## src/rtl/fwd_hazard_unit.sv

```systemverilog
module fwd_hazard_unit #(
  parameter int DW   = 32,
  parameter int NREG = 32,
  localparam int AW  = $clog2(NREG)
) (
  input  logic          clk,
  input  logic          rst_n,
  input  logic [AW-1:0] id_rs1,
  input  logic [AW-1:0] id_rs2,
  input  logic          id_use1,
  input  logic          id_use2,
  input  logic          id_store,
  input  logic [AW-1:0] ex_rs1,
  input  logic [AW-1:0] ex_rs2,
  input  logic [AW-1:0] ex_rd,
  input  logic          ex_we,
  input  logic          ex_load,
  input  logic [AW-1:0] mem_rd,
  input  logic          mem_we,
  input  logic          mem_load,
  input  logic          mem_store,
  input  logic [AW-1:0] mem_rs2,
  input  logic [AW-1:0] wb_rd,
  input  logic          wb_we,
  input  logic          wb_load,
  input  logic [DW-1:0] wb_data,
  output logic [DW-1:0] rd_data1,
  output logic [DW-1:0] rd_data2,
  output logic [1:0]    fwd_a,
  output logic [1:0]    fwd_b,
  output logic          st_fwd,
  output logic          stall
);

  logic [DW-1:0] rf [NREG];

  always_ff @(posedge clk or negedge rst_n) begin
    if (!rst_n) begin
      for (int i = 0; i < NREG; i++) rf[i] <= '0;
    end else if (wb_we && wb_rd != '0) begin
      rf[wb_rd] <= wb_data;
    end
  end

  logic wb_hit1, wb_hit2;
  assign wb_hit1  = wb_we && wb_rd == id_rs1;
  assign wb_hit2  = wb_we && wb_rd == id_rs2;
  assign rd_data1 = (id_rs1 == '0) ? '0 : wb_hit1 ? wb_data : rf[id_rs1];
  assign rd_data2 = (id_rs2 == '0) ? '0 : wb_hit2 ? wb_data : rf[id_rs2];

  logic exm_live, exm_alu, mwb_live;
  assign exm_live = mem_we && mem_rd != '0;
  assign exm_alu  = exm_live && !mem_load;
  assign mwb_live = wb_we && wb_rd != '0;

  function automatic logic [1:0] pick(input logic [AW-1:0] src);
    if (exm_alu && mem_rd == src)                                  return 2'b10;
    else if (mwb_live && wb_rd == src && !(exm_live && mem_rd == src)) return 2'b01;
    else                                                           return 2'b00;
  endfunction

  assign fwd_a  = pick(ex_rs1);
  assign fwd_b  = pick(ex_rs2);
  assign st_fwd = mem_store && mwb_live && wb_load && wb_rd == mem_rs2;

  logic ld_live;
  assign ld_live = ex_load && ex_we && ex_rd != '0;
  assign stall   = ld_live && ((id_use1 && ex_rd == id_rs1) ||
                               (id_use2 && !id_store && ex_rd == id_rs2));

endmodule


```

## config.mk

```make
export PLATFORM = sky130hd
export DESIGN_NAME = fwd_hazard_unit
export DESIGN_NICKNAME = d
export VERILOG_FILES = /design/src/rtl/fwd_hazard_unit.sv
export SDC_FILE = /design/constraint.sdc
export NUM_CORES = 2
export LEC_CHECK = 0
export BUFFER_PORTS_ARGS = -buffer_cell sky130_fd_sc_hd__buf_2
export CAP_MARGIN = 20
export CORE_UTILIZATION = 40
export CTS_BUF_LIST = sky130_fd_sc_hd__clkbuf_4 sky130_fd_sc_hd__clkbuf_8
export DETAILED_ROUTE_END_ITERATION = 10
export HOLD_SLACK_MARGIN = 0.03
export PLACE_DENSITY = 0.55
export SLEW_MARGIN = 25
export SYNTH_ARGS = -nofsm -noshare
export SYNTH_HDL_FRONTEND = slang
export SYNTH_SLANG_ARGS = --single-unit
```

## constraint.sdc

```tcl
create_clock -name clk -period 2.2 [get_ports clk]
set_input_delay 0.11 -clock clk [delete_from_list [all_inputs] [get_ports clk]]
set_output_delay 0.11 -clock clk [all_outputs]
set_load 0.05 [all_outputs]
```

Word level (Yosys, flattened, before mapping)

Cells that the tools add are included.

Logic and storage cells: 98
Bits in registers: 1,024
Output and inout bits: 70

Bitwise operators: 3
Multiplexer cells: 17
Eq/ne operators: 9
$lt $le $gt $ge: 4
Reduce and logical (&&, ||, !) cells: 33

Operators with widths:

| kind                 | count |
|---|---|
| $bwmux W1024         | 1 |
| $bmux W32 S5         | 2 |
| $mux W32             | 9 |
| $demux W32 S5        | 1 |
| $eq A5 B5 Y1         | 9 |
| $logic_and A1 B1 Y1  | 23 |
| $ge A6 B6 Y1 const B | 3 |
| $not A5 Y6           | 3 |
| $reduce_bool A5 Y1   | 3 |
| $logic_not A5 Y1     | 2 |
| $lt A6 B1 Y1 const B | 1 |
| $logic_not A1 Y1     | 4 |
| $mux W2              | 2 |
| $mux W1              | 2 |
| $logic_or A1 B1 Y1   | 1 |

Depth between registers and ports, before layout

Word-level depth: 7
Gate-level depth with buffers: 10
Gate-level depth less buffers: 5

Worst setup path before layout

OpenSTA, ideal clock, no wires.

Kind: in2out
Start point: input mem_rd[0]
End point: output fwd_a[0]
Arrival time: 2,580 ps
Path buffers: 0
Slack: -490 ps
Required time: 2,090 ps
Stages: 4
Cell sequence: or4_1 -> o21ai_0 -> nor3_1 -> nor4_1

Word-level cells in the longest chain between the ends: 7
Elaborated cells on any way between the ends: 10
Those cells by class: 1 x eq/ne; 2 x mux; 7 x reduce/logical

Ends and longest elaborated chain:

| item                | line | RTL |
|---|---|---|
| start, declared     | 18   | `input logic [AW-1:0] mem_rd,` |
| $reduce_bool A5 Y1  | 52   | `assign exm_live = mem_we && mem_rd != '0;` |
| $logic_and A1 B1 Y1 | 52   |  |
| $logic_and A1 B1 Y1 | 58   | `else if (mwb_live && wb_rd == src && !(exm_live && mem_rd == src)) return 2'b01;` |
| $logic_not A1 Y1    | 58   |  |
| $logic_and A1 B1 Y1 | 58   |  |
| $mux W1             | 58   |  |
| $mux W2 *           | 57   | `if (exm_alu && mem_rd == src) return 2'b10;` |
| end, declared       | 29   | `output logic [1:0] fwd_a,` |

Every way passes the cells marked *; elsewhere a longest branch is shown, timed or not.

Worst setup path in the final report

Start point: register rf[616] (netlist name)
End point: output rd_data1[8]

Word-level cells in the longest chain between the ends: 5

Ends and longest elaborated chain:

| item                                        | line | RTL |
|---|---|---|
| start, declared                             | 35   | `logic [DW-1:0] rf [NREG];` |
| start signal, assigned by index             | 41   | `rf[wb_rd] <= wb_data;` |
| $bmux W32 S5                                | 48   | `assign rd_data1 = (id_rs1 == '0) ? '0 : wb_hit1 ? wb_data : rf[id_rs1];` |
| $mux W32 (not written as such) (2 in a row) | 48   |  |
| $mux W32 (2 in a row)                       | 48   |  |
| end, declared                               | 27   | `output logic [DW-1:0] rd_data1,` |

Every way passes these cells. The select of a mux whose other input is x is not followed.

==> metrics.log <==
INFO  metric power.internal = 41800 uW
INFO  metric worstSkewPairLatency = 0.92 ns
INFO  metric largestRegisters = rf: 1024 flops
INFO  metric syn_area = 0.0552 mm^2
INFO  metric max-cap-violations = 0
INFO  metric place_hpwl = ~140 mm
INFO  metric finalHoldWorstSlack = 0.119 ns
INFO  metric final-setup-viol-count = 64
INFO  metric multiInputGateArea = 0.0291 mm^2
INFO  metric cts_clock_pin_slew_for_the_worst_setup_and_hold_paths = 0.06 ns
INFO  metric worst_setup_path_start_kind = flop
INFO  metric synthesis.area_per_instance = between 10 and 15 um^2
INFO  metric critical_path_required = ~2.1 ns
INFO  metric switching_share = 29.6%
INFO  metric r2r-end = rf[543]
INFO  metric postSynthCellCount = between 3000 and 4000
INFO  metric worst_clock_skew = 0 ns
INFO  metric maximum_number_of_pins_on_one_net_before_global_route_repair = 92
INFO  metric worstHoldStart = wb_we
INFO  metric routedWlPerCell = 32.8 um
INFO  metric main_synth_ff_type = dfrtp_1
INFO  metric synth-edff-count = 0
INFO  metric detail_route.iter0.violations = approximately 3400
INFO  metric cts_htree_levels = 4
INFO  metric share_clk_of_total_power = about a third
INFO  metric netlist.area_leader.share = 46.4%
INFO  metric hold_depth = 6
INFO  metric report.final.slew_viol_count = 0
INFO  metric number_of_global_route_vias_before_repair = a little over 40000
INFO  metric ff_latch_area = 0.0256 mm^2
INFO  metric viasPerCell = 6.25
INFO  metric part_of_the_total_power_dissipated_in_sequential_elements = 42.3%
INFO  metric post_route_cells_drive_above_1_share = 61.2%
INFO  metric final_period_minus_worst_setup_slack = 3.02 ns
INFO  metric net-switching-power = 17600 uW
INFO  metric syn-num-nets = between 3000 and 4000
INFO  metric ioPinCount = 154
INFO  metric critical-path-slowest-cell = mux4_2
INFO  metric initial_antenna_violation_count = 8
INFO  metric area_growth_syn_to_layout = 26.6%
INFO  metric slew_headroom = between 20% and 30%
INFO  metric tightestPinTransition = 1.07 ns
INFO  metric place.port_buffers = about 150
INFO  metric r2r_start = rf[543]
INFO  metric synth_area_leaders = dfrtp_1 (46%), mux2_2 (20%), mux4_2 (16%), mux2i_1 (4.7%), a22oi_1 (1.5%)
INFO  metric leakagePower = 0.0307 uW
INFO  metric synth_sequential_area_ratio = between 40 and 50%
INFO  metric drt_first_pass_iters = 6
INFO  metric floorplan.core_area = 0.136 mm^2
INFO  metric tritoncts.num_buffers = 180
INFO  metric power_per_cell_area = ~850 mW/mm^2
INFO  metric dp_worst_setup_slack = -0.513 ns
INFO  metric combPwrFrac = 25.2%
INFO  metric worst-endpoint-arrival = 2.91 ns
INFO  metric setup_total_negative_slack = -39.15 ns
INFO  metric synth-warning-count = 0
INFO  metric grt_setup_unrepaired = true
INFO  metric route.detailed.drc = 0
INFO  metric crit_chain = mux4_2 -> a22o_1 -> a2111oi_2 -> buf_4 -> a21oi_4 -> a22o_1 -> buf_12
INFO  metric violations = negative setup slack
INFO  metric cp_max_fo = 2
INFO  metric postRouteWirelength = 207 mm
INFO  metric status = complete, but fails checks
INFO  metric asyncSetResetFlopFracSynth = between 90% and 100%
INFO  metric reg2reg_setup_slack = ~1.1 ns
INFO  metric placement_rows = around 140
INFO  metric final_critical_path_setup_slack = -0.817 ns
INFO  metric die_area = approximately 0.14 mm^2
INFO  metric critical-path-top-cell-by-count = a22o_1
INFO  metric largest_register_ff_count = 1024
INFO  metric register_with_the_most_flip_flops = rf
INFO  metric hold_end = rf[473]
INFO  metric synthDominantAreaCellType = dfrtp_1
INFO  metric drtAntennaViolNets = 0
INFO  metric reg2regPathDepth = 4
INFO  metric finalHoldViolCount = 0
INFO  metric root_buffer = clkbuf_8
INFO  metric die_w = between 300 and 400 um
INFO  metric synth_most_common_cell = dfrtp_1
INFO  metric final.period_utilization = 137%
INFO  metric clock.fmax = 331 MHz
INFO  metric crit_type = flop to output pin
INFO  metric ys_seq_elements = between 1000 and 1500
INFO  metric highest_cell_delay_on_the_worst_timing_path = 0.48 ns
INFO  metric clock-sinks = about 1000
INFO  metric globalRoute.totalOverflow = 0
INFO  metric worst_ir_drop_on_vdd = 0.542 mV
INFO  metric ys_top_cells_by_count = dfrtp_1 (1024), mux2_2 (992), mux4_2 (395)
INFO  metric grt_pass1_wl = 300 mm
INFO  metric num-fill-cells = 11500
INFO  metric layout.nets = 4456
INFO  metric initial_utilization = 40.5%
INFO  metric count_of_different_cell_masters_after_synthesis = 51
INFO  metric global_route.usage.total = 29.7%
INFO  metric routed-via-count = 39300
INFO  metric cts_tree = done
INFO  metric die_y = 373 um
INFO  metric min-delay-path-class = input pin to flop
INFO  metric cp-end-kind = output pin
INFO  metric cts_max_path_buffers = 3
INFO  metric gp_congestion = between 0.8 and 0.9
[critical path: cells and delay by family (launching register included)]
kind            cells  cell delay, ns
flops               1            0.39
buf+inv             2            0.35
mux                 1            0.48
compound gates      4            0.75
[per-layer routing]
| layer | track usage (%) | vias to the layer above | part of all wire (%) |
|---|---|---|---|
| met5 | 0 | - | 0.0073 |
| met4 | 12.2 | 2 | 4.1 |
| met3 | 4.93 | 447 | 6.0 |
| met2 | 47.1 | 1582 | 47 |
| met1 | 40.6 | 21300 | 43 |
| li1 | - | 16000 | - |
[cell families (layout without fill, tap and decap cells)]
logic type	after synthesis	count (layout)	synth area share (%)
buffers and inverters	443	1177	3.75
multiplexers	1646	1646	41.1
flip-flops	1024	1024	46.4
other	0	3	0
AND/OR/NAND/NOR	136	136	1.25
XOR/XNOR	45	45	0.714
AO/OA/AOI/OAI	485	485	6.77
[power groups by stage]
stage	combinational (uW)	sequential (uW)	clock, uW
2_1_floorplan	9230	24400	0
6_report	14900	25100	19300
3_5_place_dp	13700	25300	0
5_1_grt	15800	25500	20500
3_3_place_gp	13500	25200	0
4_1_cts	14800	25000	19700
[stage by stage]
step	instances	power, uW	utilization [%]	instance area, um^2
2_1_floorplan	3779	33600	-	55300
3_3_place_gp	5897	38700	46.8	63700
3_5_place_dp	5897	39000	46.8	63700
4_1_cts	6289	59500	51.1	69600
5_1_grt	6297	61800	51.3	69900
6_report	6297	59400	51.3	69900
[worst max-delay path by stage]
stage | start | to | cells past startpoint
3_5_place_dp | id_rs1[0] | rd_data1[0] | 9
3_3_place_gp | id_rs1[0] | rd_data1[25] | 10
4_1_cts | rf[616] | rd_data1[8] | 7
2_1_floorplan | id_rs2[0] | rd_data2[0] | 8
5_1_grt | rf[616] | rd_data1[8] | 7
6_report | rf[616] | rd_data1[8] | 7
[cell type report]
type	instances	share of cell area, %
flip-flops and latches	1024	36.7
diodes	3	0.0107
well taps	1781	3.19
repair buffers	853	12.8
clock inverters	29	0.360
multi-input cells	2312	41.7
clock buffers	294	5.26
inverters	1	0.00537
[what timing repair did]
item | 4_1_cts | 5_1_grt
buffers inserted | 44 | 9
gates resized for setup | 274 | 34
hold buffers | 35 | 0
endpoints found under the hold margin | 2016 | 0
cloned | 0 | 0
pin swaps | 166 | 42
setup endpoints to repair | 64 | 64
[placed cells by master, fill, tap and decap left out, types with 42 or more instances in the layout]
cell type	netlist	layout
clkbuf_4	0	59
clkbuf_8	0	236
dfrtp_1	1024	1024
mux2i_1	259	253
buf_6	19	46
a22oi_1	112	81
buf_12	0	188
mux2_2	992	992
buf_2	116	80
mux4_2	395	395
a22o_1	71	62
a21oi_1	79	42
buf_4	32	489
No activity file was read; power rests on OpenSTA's default activity.
